### config.mk
export PLATFORM = sky130hd
export DESIGN_NAME = acc_alu
export DESIGN_NICKNAME = d
export VERILOG_FILES = /design/src/rtl/acc_alu_pkg.sv /design/src/rtl/acc_alu_ctrl.sv /design/src/rtl/acc_alu_bank.sv /design/src/rtl/acc_alu_dp.sv /design/src/rtl/acc_alu.sv
export SDC_FILE = /design/constraint.sdc
export NUM_CORES = 1
export LEC_CHECK = 0
export BUFFER_PORTS_ARGS = -buffer_cell sky130_fd_sc_hd__buf_2
export CAP_MARGIN = 5
export CELL_PAD_IN_SITES_DETAIL_PLACEMENT = 0
export CELL_PAD_IN_SITES_GLOBAL_PLACEMENT = 2
export CORE_MARGIN = 3
export CORE_UTILIZATION = 31
export CTS_CLUSTER_DIAMETER = 60
export CTS_CLUSTER_SIZE = 12
export DETAILED_ROUTE_END_ITERATION = 16
export GPL_TIMING_DRIVEN = 0
export PLACE_DENSITY_LB_ADDON = 0.1
export SLEW_MARGIN = 20
export SYNTH_ARGS = -nofsm -noshare
export SYNTH_HDL_FRONTEND = slang
export SYNTH_SLANG_ARGS = --single-unit
export TNS_END_PERCENT = 5
### constraint.sdc
create_clock -name clk -period 2.9 [get_ports clk]
set_input_delay 0.725 -clock clk [delete_from_list [all_inputs] [get_ports clk]]
set_output_delay 0.725 -clock clk [all_outputs]
set_load 0.005 [all_outputs]
### src/rtl/acc_alu_pkg.sv
package acc_alu_pkg;

  typedef enum logic [3:0] {
    OP_NOP  = 4'h0,
    OP_LDA  = 4'h1,
    OP_ADD  = 4'h2,
    OP_ADDC = 4'h3,
    OP_SUBB = 4'h4,
    OP_AND  = 4'h5,
    OP_OR   = 4'h6,
    OP_XOR  = 4'h7,
    OP_CPL  = 4'h8,
    OP_RL   = 4'h9,
    OP_RR   = 4'hA,
    OP_RLC  = 4'hB,
    OP_RRC  = 4'hC,
    OP_WPSW = 4'hD
  } aluOp_t;

  // status byte bit positions
  localparam int CY_BIT  = 7;
  localparam int AC_BIT  = 6;
  localparam int F0_BIT  = 5;
  localparam int RS1_BIT = 4;
  localparam int RS0_BIT = 3;
  localparam int OV_BIT  = 2;
  localparam int UF_BIT  = 1;
  localparam int P_BIT   = 0;

  typedef struct packed {
    logic accWe;    // load accumulator with result
    logic cyWe;     // load carry
    logic arithWe;  // load nibble carry and overflow
    logic pswWe;    // byte write of status
  } aluStrobes_t;

endpackage

### src/rtl/acc_alu_ctrl.sv
module acc_alu_ctrl
  import acc_alu_pkg::*;
(
  input  logic        opValid,
  input  logic [3:0]  opCode,
  output aluStrobes_t strobes
);

  always_comb begin
    strobes = '0;
    if (opValid) begin
      case (opCode)
        OP_LDA, OP_AND, OP_OR, OP_XOR, OP_CPL, OP_RL, OP_RR: begin
          strobes.accWe = 1'b1;
        end
        OP_ADD, OP_ADDC, OP_SUBB: begin
          strobes.accWe   = 1'b1;
          strobes.cyWe    = 1'b1;
          strobes.arithWe = 1'b1;
        end
        OP_RLC, OP_RRC: begin
          strobes.accWe = 1'b1;
          strobes.cyWe  = 1'b1;
        end
        OP_WPSW: strobes.pswWe = 1'b1;
        default: strobes = '0;
      endcase
    end
  end

endmodule

### src/rtl/acc_alu_bank.sv
module acc_alu_bank #(
  parameter int IDX_W  = 3,
  parameter int BANK_W = 2,
  parameter int ADDR_W = 8
) (
  input  logic [BANK_W-1:0] bankSel,
  input  logic [IDX_W-1:0]  regIdx,
  output logic [ADDR_W-1:0] regAddr
);

  localparam int PAD_W = ADDR_W - BANK_W - IDX_W;

  generate
    if (PAD_W > 0) begin : g_pad
      assign regAddr = {{PAD_W{1'b0}}, bankSel, regIdx};
    end else begin : g_nopad
      assign regAddr = {bankSel, regIdx};
    end
  endgenerate

endmodule

### src/rtl/acc_alu_dp.sv
module acc_alu_dp
  import acc_alu_pkg::*;
#(
  parameter int DATA_W = 8
) (
  input  logic              clk,
  input  logic              rstN,
  input  aluStrobes_t       strobes,
  input  logic [3:0]        opCode,
  input  logic [DATA_W-1:0] operand,
  output logic [DATA_W-1:0] accOut,
  output logic [7:0]        pswOut
);

  localparam int NIB_W = 4;
  localparam int LOW_W = DATA_W - 1;

  logic [DATA_W-1:0] acc;
  logic [7:1]        pswReg;
  logic              cin;

  logic [DATA_W:0]   addFull, subFull;
  logic [NIB_W:0]    addNib, subNib;
  logic [LOW_W:0]    addLow;

  logic [DATA_W-1:0] resNext;
  logic              cyNext, acNext, ovNext;

  assign cin = (opCode == OP_ADD) ? 1'b0 : pswReg[CY_BIT];

  assign addFull = {1'b0, acc} + {1'b0, operand} + {{DATA_W{1'b0}}, cin};
  assign subFull = {1'b0, acc} - {1'b0, operand} - {{DATA_W{1'b0}}, cin};
  assign addNib  = {1'b0, acc[NIB_W-1:0]} + {1'b0, operand[NIB_W-1:0]}
                 + {{NIB_W{1'b0}}, cin};
  assign subNib  = {1'b0, acc[NIB_W-1:0]} - {1'b0, operand[NIB_W-1:0]}
                 - {{NIB_W{1'b0}}, cin};
  assign addLow  = {1'b0, acc[LOW_W-1:0]} + {1'b0, operand[LOW_W-1:0]}
                 + {{LOW_W{1'b0}}, cin};

  always_comb begin
    resNext = acc;
    cyNext  = pswReg[CY_BIT];
    acNext  = pswReg[AC_BIT];
    ovNext  = pswReg[OV_BIT];
    case (opCode)
      OP_LDA:  resNext = operand;
      OP_ADD, OP_ADDC: begin
        resNext = addFull[DATA_W-1:0];
        cyNext  = addFull[DATA_W];
        acNext  = addNib[NIB_W];
        ovNext  = addFull[DATA_W] ^ addLow[LOW_W];
      end
      OP_SUBB: begin
        resNext = subFull[DATA_W-1:0];
        cyNext  = subFull[DATA_W];
        acNext  = subNib[NIB_W];
        ovNext  = (acc[DATA_W-1] ^ operand[DATA_W-1])
                & (subFull[DATA_W-1] ^ acc[DATA_W-1]);
      end
      OP_AND:  resNext = acc & operand;
      OP_OR:   resNext = acc | operand;
      OP_XOR:  resNext = acc ^ operand;
      OP_CPL:  resNext = ~acc;
      OP_RL:   resNext = {acc[DATA_W-2:0], acc[DATA_W-1]};
      OP_RR:   resNext = {acc[0], acc[DATA_W-1:1]};
      OP_RLC: begin
        resNext = {acc[DATA_W-2:0], pswReg[CY_BIT]};
        cyNext  = acc[DATA_W-1];
      end
      OP_RRC: begin
        resNext = {pswReg[CY_BIT], acc[DATA_W-1:1]};
        cyNext  = acc[0];
      end
      default: resNext = acc;
    endcase
  end

  always_ff @(posedge clk or negedge rstN) begin
    if (!rstN) begin
      acc    <= '0;
      pswReg <= '0;
    end else begin
      if (strobes.accWe) acc <= resNext;
      if (strobes.pswWe) begin
        pswReg <= operand[7:1];
      end else begin
        if (strobes.cyWe) pswReg[CY_BIT] <= cyNext;
        if (strobes.arithWe) begin
          pswReg[AC_BIT] <= acNext;
          pswReg[OV_BIT] <= ovNext;
        end
      end
    end
  end

  assign accOut = acc;
  assign pswOut = {pswReg, ^acc};

endmodule

### src/rtl/acc_alu.sv
module acc_alu
  import acc_alu_pkg::*;
#(
  parameter int DATA_W = 8,
  parameter int IDX_W  = 3,
  parameter int BANK_W = 2,
  parameter int ADDR_W = 8
) (
  input  logic              clk,
  input  logic              rstN,
  input  logic              opValid,
  input  logic [3:0]        opCode,
  input  logic [DATA_W-1:0] operand,
  input  logic [IDX_W-1:0]  regIdx,
  output logic [DATA_W-1:0] accOut,
  output logic [7:0]        pswOut,
  output logic [ADDR_W-1:0] regAddr
);

  aluStrobes_t strobes;

  acc_alu_ctrl u_ctrl (
    .opValid (opValid),
    .opCode  (opCode),
    .strobes (strobes)
  );

  acc_alu_dp #(.DATA_W(DATA_W)) u_dp (
    .clk     (clk),
    .rstN    (rstN),
    .strobes (strobes),
    .opCode  (opCode),
    .operand (operand),
    .accOut  (accOut),
    .pswOut  (pswOut)
  );

  acc_alu_bank #(.IDX_W(IDX_W), .BANK_W(BANK_W), .ADDR_W(ADDR_W)) u_bank (
    .bankSel (pswOut[RS1_BIT:RS0_BIT]),
    .regIdx  (regIdx),
    .regAddr (regAddr)
  );

endmodule

# --- Word level (Yosys, flattened, before mapping) ---
# Index checks and enable logic that the tools add are counted.
classes:
  n_addsub: 10
  n_eq_ne: 13
  muxes: 15
  bitwise_logic: 8
  n_reduce_logical: 13
ops:
  columns: ["operator", "count"]
  rows:
  - ["one-hot mux 8 bit (11 select lines)", 1]
  - ["== test 4 bit, second input constant", 6]
  - ["== test 4 x 3 -> 1 bit, second input constant", 4]
  - ["OR reduction 12 bit", 1]
  - ["nonzero test 11 bit", 1]
  - ["adder 8 x 8 -> 9 bit", 1]
  - ["adder 9 x 1 -> 9 bit", 1]
  - ["two-way mux 1 bit", 9]
  - ["subtractor 8 x 8 -> 9 bit", 1]
  - ["subtractor 9 x 1 -> 9 bit", 1]
  - ["adder 7 x 7 -> 8 bit", 1]
  - ["adder 8 x 1 -> 8 bit", 1]
  - ["AND 8 bit", 1]
  - ["== test 4 x 2 -> 1 bit, second input constant", 2]
  - ["NOT 8 bit", 1]
  - ["bitwise OR 8 bit", 1]
  - ["parity 8 bit", 1]
  - ["bitwise XOR 8 bit", 1]
  - ["AND reduction 2 bit", 3]
  - ["adder 4 x 4 -> 5 bit", 1]
  - ["adder 5 x 1 -> 5 bit", 1]
  - ["nonzero test 5 bit", 1]
  - ["OR reduction 5 bit", 1]
  - ["subtractor 4 x 4 -> 5 bit", 1]
  - ["other kinds (12)", 16]
totals:
  register_bits: 15
  output_inout_bits: 24

# --- Depth between registers and ports, before layout ---
# Gate-level depths: netlist (run 1).
depth:
  ltp_word: 8
  depth_mapped: 15
  ltp_nobuf: 13

# --- Modules after synthesis ---
# Synthesis (run 1) repeated with hierarchy kept, for this count alone.
unflattened:
  cells_unflattened: 353
  area_unflattened_um2: 2715.1
modules_own_cells:
  columns: ["module", "instances", "cells_per_inst", "area_each_um2", "seq_area_each_um2"]
  rows:
  - ["acc_alu_dp", 1, 332, 2577.5, 375.4]
  - ["acc_alu_ctrl", 1, 12, 73.8, 0.0]
  - ["acc_alu_bank", 1, 9, 63.8, 0.0]

# --- Least setup slack after synthesis (run 1) ---
# Ideal clock, no wire load.
synth_timing:
  kind: "input-to-reg"
  start: "in opCode[2]"
  end: "reg u_dp.pswReg[2] (netlist bit)"
  arrival_ps: 3562
  slack_ps: -799
  cell_stages: 14
  path_buffers: 2
  path_cell_list: "buf_2 > or3_1 > buf_2 > o21ai_0 > inv_1 > fa_1 > inv_1 > ha_1 > o21ai_1 > a311oi_2 > mux2_2 > and3_1 > o211ai_2 > a41oi_2"
synth_between:
  elab_chain_len: 8
synth_lines:
  columns: ["item", "line_no", "rtl"]
  rows:
  - ["start, declared", "acc_alu.sv:12", "input logic [3:0] opCode,"]
  - ["== test 4 x 2 -> 1 bit", "acc_alu_ctrl.sv:12, acc_alu_dp.sv:29, acc_alu_dp.sv:45", null]
  - ["two-way mux 1 bit", "acc_alu_dp.sv:29", "assign cin = (opCode == OP_ADD) ? 1'b0 : pswReg[CY_BIT];"]
  - ["subtractor 9 x 1 -> 9 bit", "acc_alu_dp.sv:32", "assign subFull = {1'b0, acc} - {1'b0, operand} - {{DATA_W{1'b0}}, cin};"]
  - ["bitwise XOR 1 bit", "acc_alu_dp.sv:58", "& (subFull[DATA_W-1] ^ acc[DATA_W-1]);"]
  - ["AND 1 bit", "acc_alu_dp.sv:58", null]
  - ["one-hot mux 1 bit (2 select lines)", "acc_alu_dp.sv:45", "case (opCode)"]
  - ["two-way mux 1 bit", "acc_alu_dp.sv:88", "if (strobes.arithWe) begin"]
  - ["two-way mux 1 bit", "acc_alu_dp.sv:84", "if (strobes.pswWe) begin"]
  - ["end signal, assigned", "acc_alu_dp.sv:85", "pswReg <= operand[7:1];"]
  - ["end signal, assigned by index", "acc_alu_dp.sv:89", "pswReg[AC_BIT] <= acNext;"]
  - ["end signal, assigned by index", "acc_alu_dp.sv:90", "pswReg[OV_BIT] <= ovNext;"]
  - ["end, declared", "acc_alu_dp.sv:19", "logic [7:1] pswReg;"]
# Several ways; a longest one is shown, not always the timed one. The select of a mux whose other input is x is not followed.
# A chain may end at the register's enable or synchronous reset.

# --- Final worst setup path (run 1) ---
layout_timing:
  start: "in opCode[3]"
  end: "reg u_dp.pswReg[2] (netlist bit)"
# The elaborated chain is that of the path after synthesis.

==> results of run 1 <==
## metrics by stage
step / instances / worst slack (ns) / total power [mW]
after floorplan: 342 / -0.639 / 1.38
after global placement: 481 / -1.15 / 1.79
after detailed placement: 481 / -1.15 / 1.80
after CTS: 488 / -0.592 / 2.10
after global routing: 489 / -0.578 / 2.36
final: 489 / -0.514 / 2.17
## what timing repair did
item,4_1_cts,5_1_grt
hold buffers,0,0
buffers inserted,4,3
resized for setup,16,15
endpoints found under the setup margin,11,11
pin swaps,9,8
## critical path: cells and delay by family
| family | cells | cell delay (ns) |
|---|---|---|
| multiplexers | 1 | 0.35 |
| AND/OR/NAND/NOR | 2 | 0.54 |
| adder cells (fa/ha/maj) | 2 | 0.76 |
| AO/OA/AOI/OAI | 5 | 0.87 |
| buffers and inverters | 3 | 0.28 |
## state kept, by name, indices dropped and copies added (netlist names)
name and flops:
u_dp.accOut 8, u_dp.pswReg 7
## placed cells by master (no fill, tap or decap), types with 3 or more instances in the layout
cell,instances
buf_2,38
ha_1,28
inv_1,26
nor2_1,26
nand2_1,19
o21ai_0,18
a21oi_1,17
buf_4,17
dfrtp_1,15
xnor2_1,8
nor3_1,8
o21ai_1,8
nand3_1,8
o22ai_1,7
xor2_1,6
nor2b_1,6
a32oi_1,6
or3_1,5
clkbuf_1,5
nand2b_1,5
mux2_2,4
a21o_1,4
o211ai_1,4
a22oi_1,4
a31oi_1,4
o21a_1,3
a22o_1,3
and3_1,3
a211oi_1,3
fa_2,3
conb_1,3
clkbuf_8,3
## how the worst min path moves through the flow
stage / start / slack [ns] / to / cells past startpoint
2_1_floorplan: rstN / 0.43 / u_dp.accOut[0] / 0
3_3_place_gp: u_dp.pswReg[1] / 0.46 / u_dp.pswReg[1] / 2
3_5_place_dp: u_dp.pswReg[1] / 0.47 / u_dp.pswReg[1] / 2
4_1_cts: rstN / 0.40 / u_dp.accOut[0] / 1
5_1_grt: rstN / 0.40 / u_dp.accOut[1] / 1
6_report: rstN / 0.38 / u_dp.accOut[0] / 1
## cell families after synthesis
| group | after synthesis | synth area share |
|---|---|---|
| mux | 8 | 0.0325 |
| simple gates | 94 | 0.174 |
| compound gates | 114 | 0.326 |
| buf+inv | 58 | 0.106 |
| flops | 15 | 0.139 |
| fa+ha+maj | 34 | 0.169 |
| other cells | 1 | 0.00139 |
| xor+xnor | 16 | 0.0520 |
## layout make-up
type | instances | area [sq um]
plain buffers | 26 | 191
well taps | 105 | 131
fillers | 921 | 5080
repair buffers | 41 | 245
multi-input cells | 269 | 2150
flip-flops and latches | 15 | 375
clock buffers | 4 | 45.0
inverters | 29 | 121
## power by group through the flow
stage | Clock (mW) | Combinational [mW] | Sequential [mW]
after global placement | 0 | 1.44 | 0.358
after CTS | 0.211 | 1.53 | 0.359
after global routing | 0.220 | 1.76 | 0.373
after floorplan | 0 | 1.04 | 0.340
after detailed placement | 0 | 1.44 | 0.360
final | 0.198 | 1.61 | 0.360
## metal layers
| metal | track usage | part of all wire | up-vias |
|---|---|---|---|
| met5 | 0 | 0 | - |
| met4 | 0.0903 | 0.046 | 0 |
| met3 | 0.0309 | 0.078 | 34 |
| met2 | 0.311 | 0.43 | 128 |
| met1 | 0.300 | 0.45 | 1311 |
| li1 | - | - | 1321 |
## synth_stat cells, types with 6 or more instances
cell type and count:
ha_1 30, inv_1 28, nor2_1 26, o21ai_0 20
nand2_1 19, a21oi_1 18, dfrtp_1 15, buf_2 12
buf_4 10, xnor2_1 10, nor3_1 9, nand3_1 8
o21ai_1 8, o22ai_1 7, a32oi_1 6, nor2b_1 6
xor2_1 6
==> results by group, run 1 <==
Run status
  • Status: finished with violations
  • Violated checks: setup timing

Worst hold path
  • Min-delay worst type: input pin to asynchronous set/reset pin

Setup path
  • Worst setup path end: u_dp.pswReg[2]
  • Setup crit start: opCode[3]
  • R2R Path End: u_dp.pswReg[2]
  • CP most frequent cell: o21ai_4
  • Worst r2r path cells: 10
  • Worst-path maximum fanout: 3
  • R2r setup slk: -0.30 ns
  • Crit path arrival time: 3.55 ns
  • Worst reg2reg startpoint: u_dp.accOut[7]
  • Worst path cell trace: buf_8 > or3_1 > buf_6 > o21ai_4 > inv_2 > fa_2 > ha_4 > o21ai_4 > a311oi_4 > mux2_4 > and3_4 > o211ai_2 > a41oi_2
  • Critical path type: input pin to flip-flop
  • Crit-path slowest cell: fa_2
  • CP peak stage delay: 0.61 ns
  • Critical Path RT: 3.03 ns
  • CP endpoint kind: flip-flop
  • CP startpoint kind: input pin

Global route
  • First-pass GRT wire length: 15.9 mm
  • Vias in the first global route: 2,782
  • Largest net degree at the start of global routing: 16
  • Initial antenna violation count: 0
  • Total grt overflow: 0
  • GR Util All Layers: 0.209

Logic synthesis
  • Area share of the largest cell type after synthesis: 0.139
  • Cell accounting for the most synthesized area: dfrtp_1
  • Synth Flop Type: dfrtp_1
  • Async set or reset register ratio after synthesis: 1.00
  • Cell Area, Synth: 0.00270 sq mm
  • Post-synth EDFFs: 0
  • Flop and latch count out of synthesis: 15
  • Seq/Total Area, Yosys: 0.139
  • Netlist cell types: 67
  • Cells after Synth: 340
  • Synth Warn #: 0
  • Top cells by area, synth: dfrtp_1 14%, ha_1 14%, inv_1 3.9%
  • Syn Area/Cell: 7.93 sq um

Timing
  • Fmax: 293 MHz
  • Count of final hold-check violations: 0
  • Final slew viol count: 0
  • Final setup margin: -0.514 ns
  • Final worst path period share: 1.18
  • Unrepaired setup endpoints after global routing: true
  • Final worst path period need: 3.41 ns
  • Measured slew at the worst slew-check pin: 0.657 ns
  • Max-slew headroom: 0.559
  • Setup TNS: -2.50 ns
  • Fin Hold WS: 0.381 ns
  • Final Setup Violations: 8
  • Post-route clock skew: 0.00628 ns

Placement
  • Dpl hpwl: 7.91 mm
  • Port bufs: 34
  • RePlAce Congestion: 0.919
  • Dpl cell area: 0.00305 sq mm

Power and ir drop
  • Net Sw Power: 1.06 mW
  • Max VDD drop: 286 uV
  • Net Sw Frac: 0.487
  • Pleak: 1.42 nW
  • Cell Int Power: 1.12 mW
  • Clock share of power: 0.091
  • Part of the power in registers: 0.166
  • Power per cell area: 666 mW/mm^2
  • Comb power frac: 0.743

Clocking
  • Reg clk slew, reported paths: 0.08 ns
  • Clk buf depth: 2
  • Skew-Pair Late Insertion Delay: 0.27 ns
  • CTS root buffer: clkbuf_8
  • Num CTS Buffers: 3
  • # clock sinks: 15
  • CTS tree: done
  • H-tree depth: 1

Run
  • Number of max-cap violations: 0

Route
  • DRC: 0
  • DRT Pass-1 Iters: 5
  • WL/cell: 21.1 um
  • Routed vias: 2,794
  • WL final: 10.3 mm
  • Vias per std cell: 5.71
  • 1st-iter DRT viols: 234
  • ANT nets after route: 0

Die
  • Die W: 99.3 um
  • Die ar.: 0.00985 sq mm
  • # rows: 33
  • Starting Density: 0.323
  • Die H: 99.3 um
  • IO Pins: 42
  • CORE AREA: 0.00834 sq mm

Finish
  • N_diodes: 0
  • # nets final: 437
  • Synth-to-Final Area Change: 21.1%
  • Fin util: 0.391
  • Design Area, Final: 0.00326 sq mm
  • Layout cell share with drive strength beyond 1: 0.263
Power figures use the tool's default switching activity.
==> run 2: changes to the inputs <==
- SETUP_SLACK_MARGIN: not set -> 0.5
==> results by group, run 2 (synthesis results as in run 1) <==
Run status
  • Status: finished with violations (unchanged)
  • Violated checks: setup timing (unchanged)

Power and ir drop
  • Total power: 2.12 mW (was 2.17 mW)
  • Power per cell area: 656 mW/mm^2 (was 666 mW/mm^2)
  • Pleak: 1.41 nW (was 1.42 nW)
  • Max VDD drop: 290 uV (was 286 uV)

Timing
  • Setup TNS: -3.18 ns (was -2.50 ns)
  • Measured slew at the worst slew-check pin: 0.649 ns (was 0.657 ns)
  • Post-route clock skew: 0.00496 ns (was 0.00628 ns)
  • Final worst path period share: 1.21 (was 1.18)
  • Max-slew headroom: 0.564 (was 0.559)
  • Final Setup Violations: 10 (was 8)
  • Final setup margin: -0.598 ns (was -0.514 ns)
  • Count of final hold-check violations: 0 (unchanged)
  • Final slew viol count: 0 (unchanged)
  • Final worst path period need: 3.50 ns (was 3.41 ns)
  • Fmax: 286 MHz (was 293 MHz)
  • Unrepaired setup endpoints after global routing: true (unchanged)

Die
  • Die W: 99.3 um (unchanged)
  • IO Pins: 42 (unchanged)
  • # rows: 33 (unchanged)
  • Die ar.: 0.00985 sq mm (unchanged)
  • CORE AREA: 0.00834 sq mm (unchanged)
  • Starting Density: 0.323 (unchanged)
  • Die H: 99.3 um (unchanged)

Global route
  • Largest net degree at the start of global routing: 16 (unchanged)
  • GR Util All Layers: 0.210 (was 0.209)
  • First-pass GRT wire length: 16.0 mm (was 15.9 mm)
  • Vias in the first global route: 2,774 (was 2,782)
  • Total grt overflow: 0 (unchanged)
  • Initial antenna violation count: 0 (unchanged)

Clocking
  • # clock sinks: 15 (unchanged)
  • CTS root buffer: clkbuf_8 (unchanged)
  • CTS tree: done (unchanged)
  • Cts hold-fix bufs: 0 (unchanged)
  • Reg clk slew, reported paths: 0.08 ns (about the same)
  • Skew-Pair Late Insertion Delay: 0.27 ns (about the same)
  • Num CTS Buffers: 3 (unchanged)
  • H-tree depth: 1 (unchanged)
  • Clk buf depth: 2 (unchanged)

Route
  • Wire length on met2: 4.44 mm (was 4.41 mm)
  • 1st-iter DRT viols: 189 (was 234)
  • DRT Pass-1 Iters: 5 (unchanged)
  • WL/cell: 21.2 um (was 21.1 um)
  • Met1 wire length: 4.74 mm (was 4.61 mm)
  • DRC: 0 (unchanged)
  • Routed length on met3: 701 um (was 801 um)
  • Top Layer Used: met4 (unchanged)
  • ANT nets after route: 0 (unchanged)
  • Routed vias: 2,843 (was 2,794)
  • Vias per std cell: 5.81 (was 5.71)
  • WL final: 10.4 mm (was 10.3 mm)

Placement
  • Dpl cells: 481 (unchanged)
  • Dpl hpwl: 7.91 mm (unchanged)
  • Dpl cell area: 0.00305 sq mm (unchanged)
  • RePlAce Congestion: 0.919 (unchanged)
  • Port bufs: 34 (unchanged)

Finish
  • # nets final: 437 (unchanged)
  • Largest register FFs: 8 (unchanged)
  • Fin util: 0.387 (was 0.391)
  • Most common cell after layout, fill and taps aside: buf_2 (unchanged)
  • Synth-to-Final Area Change: 19.7% (was 21.1%)
  • Most frequent cells in the layout: 40 x buf_2, 28 x ha_1, 26 x inv_1, 26 x nor2_1, 19 x nand2_1 (was 38 x buf_2, 28 x ha_1, 26 x inv_1, 26 x nor2_1, 19 x nand2_1)
  • Design Area, Final: 0.00323 sq mm (was 0.00326 sq mm)
  • Filler-free cell count of the finished design: 489 (unchanged)
  • N_diodes: 0 (unchanged)
  • Layout cell share with drive strength beyond 1: 0.253 (was 0.263)
  • Filler cells: 920 (was 921)

Setup path
  • Worst-path maximum fanout: 3 (unchanged)
  • CP endpoint kind: flip-flop (unchanged)
  • CP most frequent cell: o21ai_4 (unchanged)
  • CP startpoint kind: input pin (unchanged)
  • Critical path type: input pin to flip-flop (unchanged)
  • Crit path arrival time: 3.63 ns (was 3.55 ns)
  • Worst r2r path cells: 10 (unchanged)
  • Critical Path RT: 3.03 ns (about the same)
  • Worst path cell trace: buf_8 > buf_12 > inv_12 > or3_1 > buf_6 > o21ai_4 > inv_2 > fa_1 > ha_2 > o21ai_4 > a311oi_4 > mux2_4 > and3_4 > o211ai_2 > a41oi_2 (was buf_8 > or3_1 > buf_6 > o21ai_4 > inv_2 > fa_2 > ha_4 > o21ai_4 > a311oi_4 > mux2_4 > and3_4 > o211ai_2 > a41oi_2)
  • Crit-path slowest cell: fa_1 (was fa_2)
  • CP peak stage delay: 0.53 ns (was 0.61 ns)

Worst hold path
  • Min-delay worst type: input pin to asynchronous set/reset pin (unchanged)

Run
  • Number of max-cap violations: 0 (unchanged)
run 2: changes by cell type in the layout (fill, tap and decap cells not counted), sizes merged:
cell    change
clkbuf      -2
buf         +2
run 2: path summary, 6_finish.rpt:
path,startpoint,to,slack (ns)
max,opCode[1],u_dp.pswReg[2],-0.60
min,rstN,u_dp.accOut[0],0.38
max reg2reg,u_dp.accOut[7],u_dp.pswReg[2],-0.35
min reg2reg,u_dp.pswReg[1],u_dp.pswReg[1],0.48
max in group asynchronous,rstN,u_dp.pswReg[5],2.22
min in group clk,u_dp.pswReg[1],u_dp.pswReg[1],0.48
run 2: report_power, final:
group | switching, mW | internal, mW
logic | 0.852 | 0.708
clock network | 0.100 | 0.0981
registers | 0.0936 | 0.264
run 2: layout make-up:
type / instances / area [sq um] / share of cell area
Sequential cell: 15 / 375 / 0.116
Buffer: 29 / 216 / 0.0671
Multi-Input combinational cell: 269 / 2130 / 0.659
Tap cell: 105 / 131 / 0.0407
Inverter: 29 / 121 / 0.0376
Clock buffer: 4 / 45.0 / 0.0140
Timing Repair Buffer: 38 / 210 / 0.0651
run 2: stage by stage:
stage          setup slack (ns)  hold slack (ns)
5_1_grt                  -0.680            0.405
4_1_cts                  -0.592            0.399
2_1_floorplan            -0.639            0.429
6_report                 -0.598            0.380
3_5_place_dp              -1.15            0.465
3_3_place_gp              -1.15            0.461
run 2: worst max-delay path, delay by kind of cell:
kind / cells / cell delay [ns]
AO/OA/AOI/OAI: 5 / 0.88
adder cells (fa/ha/maj): 2 / 0.74
AND/OR/NAND/NOR: 2 / 0.52
buffers and inverters: 5 / 0.38
multiplexers: 1 / 0.36
run 2: repair_timing:
action / CTS / global route
gates cloned: 0 / 0
pin swaps: 9 / 0
setup endpoints to repair: 12 / 12
gates resized for setup: 19 / 4
setup buffers: 4 / 0
run 2: per-layer routing:
metal  track usage  vias up
li1              -     1318
met1         0.302     1358
met2         0.312      135
met3        0.0288       32
met4        0.0893        0
met5             0        -
